===== src/rtl/pkt_wm_pkg.sv =====
package pkt_wm_pkg;
  typedef struct packed {
    logic err;
    logic sop;
    logic eop;
  } pw_flags_t;
  localparam int FLAG_W = 3;
endpackage


===== src/rtl/pf_store.sv =====
module pf_store
  import pkt_wm_pkg::*;
#(
  parameter int DW      = 8,
  parameter int DEPTH   = 16,
  parameter int LVL_CAP = 13,
  localparam int AW     = $clog2(DEPTH),
  localparam int CW     = $clog2(DEPTH + 1),
  localparam int EW     = DW + FLAG_W
) (
  input  logic          clk,
  input  logic          rst,
  input  logic          push,
  input  logic [DW-1:0] wdata,
  input  pw_flags_t     wflg,
  output logic [CW-1:0] level,
  output logic          out_valid,
  output logic [DW-1:0] out_data,
  output pw_flags_t     out_flg,
  input  logic          out_ready
);
  logic [EW-1:0] mem [0:DEPTH-1];
  logic [EW-1:0] rd_q;
  logic [AW-1:0] wp, rp;
  logic [CW-1:0] cnt;
  logic          vld_q;
  logic          pop;

  assign pop = (cnt != '0) && (!vld_q || out_ready);

  // storage with synchronous read, suited to block RAM
  always_ff @(posedge clk) begin
    if (push) mem[wp] <= {wflg, wdata};
  end

  always_ff @(posedge clk) begin
    if (pop) rd_q <= mem[rp];
  end

  always_ff @(posedge clk) begin
    if (rst) begin
      wp    <= '0;
      rp    <= '0;
      cnt   <= '0;
      vld_q <= 1'b0;
    end else begin
      if (push) wp <= (wp == AW'(DEPTH - 1)) ? '0 : wp + 1'b1;
      if (pop)  rp <= (rp == AW'(DEPTH - 1)) ? '0 : rp + 1'b1;
      cnt <= cnt + CW'(push) - CW'(pop);
      if (pop)            vld_q <= 1'b1;
      else if (out_ready) vld_q <= 1'b0;
    end
  end

  assign level     = cnt;
  assign out_valid = vld_q;
  assign out_data  = rd_q[DW-1:0];
  assign out_flg   = pw_flags_t'(rd_q[EW-1:DW]);

  AST_OUT_HOLD: assert property (@(posedge clk) disable iff (rst)
    (vld_q && !out_ready) |=> (vld_q && $stable(rd_q)));
  AST_LEVEL_CAP: assert property (@(posedge clk) disable iff (rst)
    cnt <= CW'(LVL_CAP));
endmodule


===== src/rtl/pf_level.sv =====
module pf_level #(
  parameter int DEPTH = 16,
  localparam int CW     = $clog2(DEPTH + 1),
  localparam int BP_ON  = (DEPTH * 5) / 8,
  localparam int BP_OFF = DEPTH / 2
) (
  input  logic          clk,
  input  logic          rst,
  input  logic [CW-1:0] level,
  output logic          bp
);
  logic bp_q;

  always_ff @(posedge clk) begin
    if (rst)                         bp_q <= 1'b0;
    else if (level >= CW'(BP_ON))    bp_q <= 1'b1;
    else if (level <  CW'(BP_OFF))   bp_q <= 1'b0;
  end

  assign bp = bp_q;

  AST_BP_RISE: assert property (@(posedge clk) disable iff (rst)
    (level >= CW'(BP_ON)) |=> bp_q);
  AST_BP_FALL: assert property (@(posedge clk) disable iff (rst)
    (level < CW'(BP_OFF)) |=> !bp_q);
endmodule


===== src/rtl/pf_admit.sv =====
module pf_admit
  import pkt_wm_pkg::*;
#(
  parameter int DW    = 8,
  parameter int DEPTH = 16,
  localparam int CW      = $clog2(DEPTH + 1),
  localparam int HALT_AT = (DEPTH * 3) / 4,
  localparam int REOPEN  = (DEPTH * 5) / 8
) (
  input  logic          clk,
  input  logic          rst,
  input  logic [CW-1:0] level,
  input  logic          in_valid,
  input  logic [DW-1:0] in_data,
  input  logic          in_sop,
  input  logic          in_eop,
  output logic          push,
  output logic [DW-1:0] wdata,
  output pw_flags_t     wflg,
  output logic          halted,
  output logic          ovf_evt
);
  logic halt_q, open_q;
  logic trig, resume;

  assign trig   = !halt_q && (level >= CW'(HALT_AT));
  assign resume = halt_q && in_valid && in_sop && (level < CW'(REOPEN));

  always_comb begin
    push  = 1'b0;
    wdata = in_data;
    wflg  = '{err: 1'b0, sop: in_sop, eop: in_eop};
    if (trig) begin
      // close the partly stored packet with an errored terminator
      push  = open_q;
      wdata = '0;
      wflg  = '{err: 1'b1, sop: 1'b0, eop: 1'b1};
    end else if (halt_q) begin
      push = resume;
    end else begin
      push = in_valid;
    end
  end

  always_ff @(posedge clk) begin
    if (rst) begin
      halt_q <= 1'b0;
      open_q <= 1'b0;
    end else if (trig) begin
      halt_q <= 1'b1;
      open_q <= 1'b0;
    end else begin
      if (resume) halt_q <= 1'b0;
      if (push)   open_q <= !in_eop;
    end
  end

  assign halted  = halt_q;
  assign ovf_evt = trig;

  AST_HALT_ENTER: assert property (@(posedge clk) disable iff (rst)
    (!halt_q && level >= CW'(HALT_AT)) |=> halt_q);
  AST_HALT_DROP: assert property (@(posedge clk) disable iff (rst)
    (halt_q && !(in_valid && in_sop)) |-> !push);
endmodule


===== src/rtl/pkt_wm_fifo.sv =====
module pkt_wm_fifo
  import pkt_wm_pkg::*;
#(
  parameter int DW         = 8,
  parameter int BASE_DEPTH = 4,
  localparam int DEPTH     = 4 * BASE_DEPTH,
  localparam int CW        = $clog2(DEPTH + 1),
  localparam int LVL_CAP   = (DEPTH * 3) / 4 + 1
) (
  input  logic          clk,
  input  logic          rst,
  input  logic          in_valid,
  input  logic [DW-1:0] in_data,
  input  logic          in_sop,
  input  logic          in_eop,
  output logic          in_bp,
  output logic          out_valid,
  output logic [DW-1:0] out_data,
  output logic          out_sop,
  output logic          out_eop,
  output logic          out_err,
  input  logic          out_ready,
  input  logic          clr_ovf,
  input  logic          clr_err,
  output logic          sts_ovf,
  output logic          sts_err,
  output logic          sts_halt,
  output logic [CW-1:0] sts_level
);
  logic          push, ovf_evt, halted;
  logic [DW-1:0] wdata;
  pw_flags_t     wflg, oflg;
  logic [CW-1:0] level;
  logic          ovf_q, err_q;

  pf_admit #(.DW(DW), .DEPTH(DEPTH)) u_admit (
    .clk(clk), .rst(rst), .level(level),
    .in_valid(in_valid), .in_data(in_data), .in_sop(in_sop), .in_eop(in_eop),
    .push(push), .wdata(wdata), .wflg(wflg), .halted(halted), .ovf_evt(ovf_evt)
  );

  pf_store #(.DW(DW), .DEPTH(DEPTH), .LVL_CAP(LVL_CAP)) u_store (
    .clk(clk), .rst(rst), .push(push), .wdata(wdata), .wflg(wflg),
    .level(level), .out_valid(out_valid), .out_data(out_data),
    .out_flg(oflg), .out_ready(out_ready)
  );

  pf_level #(.DEPTH(DEPTH)) u_level (
    .clk(clk), .rst(rst), .level(level), .bp(in_bp)
  );

  always_ff @(posedge clk) begin
    if (rst) begin
      ovf_q <= 1'b0;
      err_q <= 1'b0;
    end else begin
      if (ovf_evt)      ovf_q <= 1'b1;
      else if (clr_ovf) ovf_q <= 1'b0;
      if (ovf_evt)      err_q <= 1'b1;
      else if (clr_err) err_q <= 1'b0;
    end
  end

  assign out_sop   = oflg.sop;
  assign out_eop   = oflg.eop;
  assign out_err   = oflg.err;
  assign sts_ovf   = ovf_q;
  assign sts_err   = err_q;
  assign sts_halt  = halted;
  assign sts_level = level;

  AST_OVF_SET: assert property (@(posedge clk) disable iff (rst)
    ovf_evt |=> (ovf_q && err_q && halted));
  AST_OVF_STICKY: assert property (@(posedge clk) disable iff (rst)
    (ovf_q && !clr_ovf) |=> ovf_q);
  AST_ERR_STICKY: assert property (@(posedge clk) disable iff (rst)
    (err_q && !clr_err) |=> err_q);
endmodule


===== config.mk =====
export PLATFORM = sky130hd
export DESIGN_NAME = pkt_wm_fifo
export DESIGN_NICKNAME = d
export VERILOG_FILES = /design/src/rtl/pkt_wm_pkg.sv /design/src/rtl/pf_store.sv /design/src/rtl/pf_level.sv /design/src/rtl/pf_admit.sv /design/src/rtl/pkt_wm_fifo.sv
export SDC_FILE = /design/constraint.sdc
export NUM_CORES = 1
export LEC_CHECK = 0
export BUFFER_PORTS_ARGS = -buffer_cell sky130_fd_sc_hd__buf_2
export CAP_MARGIN = 20
export CORE_AREA = 5 5 198 180
export DETAILED_ROUTE_END_ITERATION = 12
export DIE_AREA = 0 0 203 185
export GPL_ROUTABILITY_DRIVEN = 0
export GPL_TIMING_DRIVEN = 0
export PLACE_DENSITY = 0.39
export SLEW_MARGIN = 5
export SYNTH_ARGS = -nofsm -noshare
export SYNTH_HDL_FRONTEND = slang
export SYNTH_HIERARCHICAL = 1
export SYNTH_SLANG_ARGS = --single-unit

===== constraint.sdc =====
create_clock -name clk -period 8.5 [get_ports clk]
set_clock_uncertainty 0.05 [all_clocks]
set_input_delay 0 -clock clk [delete_from_list [all_inputs] [get_ports clk]]
set_output_delay 0 -clock clk [all_outputs]
set_load 0.05 [all_outputs]

Word level (Yosys, flattened, before mapping)
Memories as Yosys holds them, arrays and structs flattened. A register that Yosys moved wholly into a read port is not among the register bits.
Cells that the tools add are included.
{"block": "classes", "addsub": 4, "magnitude_cmp": 4, "eq_ne": 2, "muxes": 18, "reduce_logical": 16}
{"cell": "$mux 1", "n": 14}
{"cell": "$ge 5x4->1 const B", "n": 2}
{"cell": "$lt 5x4->1 const B", "n": 2}
{"cell": "$reduce_bool 2->1", "n": 5}
{"cell": "$add 4x1->4 const B", "n": 2}
{"cell": "$eq 4x4->1 const B", "n": 2}
{"cell": "$mux 4", "n": 2}
{"cell": "$mux 8", "n": 1}
{"cell": "$add 5x1->5", "n": 1}
{"cell": "$logic_and 1x1->1", "n": 5}
{"cell": "$reduce_bool 5->1", "n": 1}
{"cell": "$sub 5x1->5", "n": 1}
{"cell": "$logic_not 1->1", "n": 3}
{"cell": "$mux 3", "n": 1}
{"cell": "$reduce_or 2->1", "n": 1}
{"cell": "$logic_or 1x1->1", "n": 1}
{"block": "totals", "reg_bits": 19, "ramBits": 176, "in_bits": 16, "out_inout_bits": 21, "wordCells": 54, "memories": 1}
{"memory": "u_store.mem", "words": 16, "word_bits": 11, "rd": 1, "rd_ports_with_merged_regs": 1, "write_ports": 1, "line": "pf_store.sv:22", "text": "logic [EW-1:0] mem [0:DEPTH-1];"}

Depth between registers and ports, before layout
{"block": "logic_depth", "word_depth": 7, "mapped_depth": 14, "mapped_depth_nobuf": 13}

By module
Netlist, hierarchy kept.
{"mod": "pf_store", "n_inst": 1, "cells_each": 385, "area_per_inst_um2": 7895.1, "seq_area_each_um2": 5895.7}
{"mod": "pf_admit", "n_inst": 1, "cells_each": 29, "area_per_inst_um2": 216.5, "seq_area_each_um2": 40.0}
{"mod": "pkt_wm_fifo", "n_inst": 1, "cells_each": 7, "area_per_inst_um2": 66.3, "seq_area_each_um2": 40.0}
{"mod": "pf_level", "n_inst": 1, "cells_each": 4, "area_per_inst_um2": 35.0, "seq_area_each_um2": 20.0}

Worst setup path after synthesis
No wires, ideal clock.
{"block": "synth_path", "path_type": "register to register", "start": "register u_store.cnt[2], in the netlist u_store/level[2]", "end": "register u_store.cnt[4], in the netlist u_store/level[4]", "setup_ns": 0.117, "arrival_ns": 3.178, "required_ns": 8.333, "path_slack_ns": 5.155, "path_stages_with_launch": 15, "path_buffers": 1, "period_less_slack_ns": 3.345, "cell_sequence": "dfxtp_1 -> inv_1 -> ha_1 -> nor4b_2 -> nor2b_1 -> clkbuf_1 -> ha_1 -> inv_1 -> ha_1 -> inv_1 -> fa_1 -> nor2b_1 -> o21bai_1 -> a21oi_1 -> nor3b_1"}
{"block": "synth_via", "elab_cells_between_ends": 10, "classes_between": "add/sub (2); order compare (2); mux (2); reduce/logical (4)"}
{"item": "from (decl)", "line": "pf_store.sv:25", "text": "logic [CW-1:0] cnt;"}
{"item": "from (signal assigned)", "line": "pf_store.sv:49", "text": "cnt <= cnt + CW'(push) - CW'(pop);"}
{"item": "$reduce_bool 5->1", "line": "pf_store.sv:29", "text": "assign pop = (cnt != '0) && (!vld_q || out_ready);"}
{"item": "$logic_and 1x1->1", "line": "pf_store.sv:29"}
{"item": "net u_store.pop", "line": "pf_store.sv:27", "text": "logic pop;"}
{"item": "$sub 5x1->5", "line": "pf_store.sv:49"}
The timed path passes the listed nets, and every way through them passes these cells.
A chain may end at the register's enable or synchronous reset.

Final worst setup path
{"block": "layout_path", "start": "register u_store.cnt[3], in the netlist u_store/level[3]", "end": "register u_store.cnt[4], in the netlist u_store/level[4]"}
The elaborated chain is that of the path after synthesis.

==> impl_metrics.json <==
{
  "status": "finished, final reports clean",
  "h-tree-depth": 1,
  "tns_ns": 0,
  "synth_seq_cells": 206,
  "worstSetupPathType": "register to register",
  "track_usage_pct": 10.34,
  "dr.pass1.iters": 4,
  "row_count": 64,
  "clock_tree.buffer_depth": 3,
  "vias_per_cell": 4.339,
  "yosysWarnings": 6,
  "hold_viol_final": 0,
  "drt_iter0_drc": 237,
  "die_area_sq_mm": 0.03756,
  "vdd_ir_drop_max_uv": 176.1,
  "grt_pass1_vias": 4360,
  "synthCells": 425,
  "syn-num-nets": 453,
  "dpl.cell_count": 891,
  "synth_edf_count": 187,
  "required_ns": 8.83,
  "path_max_fanout": 7,
  "synth_seq_area_share_pct": 73.00,
  "hp-class": "input pin to register",
  "final_core_util_pct": 28.98,
  "syn_area_per_cell_sq_um": 19.32,
  "synthAdderAreaFrac_pct": 1.920,
  "vias": 4087,
  "hold_buffers": 10,
  "cts_resized": 0,
  "worstSkewPairLatency_ns": 0.50,
  "cts_root_buf": "clkbuf_16",
  "numCtsBuffers": 23,
  "postRouteAntennaNets": 0,
  "max_slew_margin_pct": 45.42,
  "drive_above_1_share_pct": 22.22,
  "postPlaceCellArea_sq_mm": 0.008945,
  "grt_max_degree": 17,
  "coreArea_sq_mm": 0.03355,
  "initial_utilization_pct": 24.48,
  "syn_area_sq_mm": 0.008213,
  "ys.flop_type": "edfxtp_1",
  "portBuffers": 36,
  "die_y_um": 185,
  "wl_per_cell_um": 20.54,
  "stdcell_count": 942,
  "cts_tree": "built",
  "slew_violations": 0,
  "wirelength_um": 19350,
  "areaGrowthSynthToFinish_pct": 18.40,
  "drc": 0,
  "grt_pass1_wl_um": 28590,
  "maxCapViolations": 0,
  "final_area_sq_mm": 0.009724,
  "cp-start-kind": "register",
  "synth_top_family_by_area": "multiplexers",
  "async_flop_share_pct": 0,
  "fmax_ghz": 0.3199,
  "die_w_um": 203,
  "cp-end-kind": "register",
  "overflow": 0,
  "dp_hpwl_um": 12510,
  "synth_compound_area_share_pct": 4.113,
  "yosys.area_share.xor_xnor_pct": 0.4266,
  "io_pins": 37,
  "synth_cell_types": 41,
  "cp_data_arrival_time_ns": 3.46,
  "rsz0062_at_grt": "false",
  "finalCriticalPeriod_ns": 3.126,
  "yosys.area_share.simple_pct": 5.225,
  "n_fill_cell": 3304,
  "leakage_nw": 3.254,
  "fin_crit_sh_pct": 36.78,
  "hold_ws_ns": 0.09111,
  "p_per_area_mw_per_mm2": 351.0,
  "antenna_found_initial": 0,
  "clkTransAtPathRegs_ns": 0.06,
  "synthMuxAreaShare_pct": 13.19,
  "layout.nets": 525,
  "cts_setup_buffers": 0,
  "clock_sinks": 206,
  "setup_viol": 0,
  "n_antenna_cell": 0,
  "worst_pin_slew_ns": 0.8187
}
per-stage QoR:
stage | worst slack [ns] | power [W]
final | 5.374 | 0.003414
after global routing | 5.097 | 0.003604
after CTS | 5.416 | 0.003476
after detailed placement | 5.437 | 0.002547
after global placement | 4.889 | 0.002510
after floorplan | 5.155 | 0.002196
layout make-up:
cell class / instances / area, sq um / area share [%]
plain buffers: 20 / 128.9 / 1.325
clock buffers: 27 / 590.6 / 6.073
clock inverters: 14 / 88.84 / 0.9135
inverters: 12 / 45.04 / 0.4632
multi-input cells: 187 / 2043 / 21.01
flip-flops and latches: 206 / 5996 / 61.66
well taps: 429 / 536.8 / 5.520
repair buffers: 47 / 295.3 / 3.037
layer usage:
metal	global-route usage, %	share of wire, %
met4	2.362	2.1
met5	0	0
met1	13.95	45
met2	17.59	49
met3	1.821	4.0
kinds of logic (layout without fill, tap and decap cells):
group           after synthesis  count (layout)
buf+inv                      32             120
compound gates               46              46
simple gates                 77              77
xor+xnor                      4               4
mux                          48              48
fa+ha+maj                    12              12
flops                       206             206
cells in the final DEF, fill, tap and decap left out, types with 14 or more instances in the layout:
cell type and n:
edfxtp_1 187, nand2_1 14, buf_2 42, mux4_2 30, and2_1 26, clkbuf_16 23
dfxtp_1 19, mux4_1 14, a22oi_1 18
cell usage after synthesis (all sizes together), types with 2 or more instances:
cell    instances  share of area [%]
edfxtp        187                 68
mux4           44                 13
and2           26                2.0
a22oi          22                2.3
dfxtp          19                4.6
nand2          14               0.64
buf            12                1.2
inv            12               0.55
nor2           12               0.55
ha             11                1.7
a21oi           9               0.55
clkbuf          8               0.37
nor2b           7               0.53
mux2i           4               0.49
nand2b          4               0.30
a21o            3               0.27
nand3           3               0.18
o21ai           3               0.18
a211oi          2               0.18
a41oi           2               0.21
nor3            2               0.12
nor3b           2               0.18
o21a            2               0.18
xnor2           2               0.21
xor2            2               0.21
power by group:
| group | switching [W] | internal, W |
|---|---|---|
| clock | 0.000379 | 0.000524 |
| combinational | 0.000697 | 0.000412 |
| sequential | 0.0000575 | 0.00134 |
path summary, 6_finish.rpt:
check	to	cells after the start	slack (ns)	start
worst min register to register	u_store/out_valid	2	0.50	u_store/out_valid
worst max register to register	u_store/level[4]	14	5.37	u_store/level[3]
worst min-delay path	u_store/mem[15][6]	2	0.09	in_data[6]
worst max-delay path	u_store/level[4]	14	5.37	u_store/level[3]
flip-flops by register name (all words and copies together) (netlist names):
signal	count
u_level/bp	1
sts_ovf	1
u_admit/open_q	1
u_store/rp	4
u_store/level	5
u_store/wp	4
u_admit/halted	1
u_store/rd_q	11
u_store/mem	176
u_store/out_valid	1
sts_err	1
worst max-delay path, stage by stage (launching register included):
cell and delay [ns]:
dfxtp_1 0.48, inv_1 0.11, ha_1 0.18, nor4b_2 0.17, nor2b_1 0.12, clkbuf_1 0.34
ha_1 0.31, inv_1 0.05, ha_1 0.15, inv_1 0.06, fa_1 0.40, nor2b_1 0.20
o21bai_1 0.14, a21oi_1 0.18, nor3b_1 0.06
(Power assumes the default switching activity.)
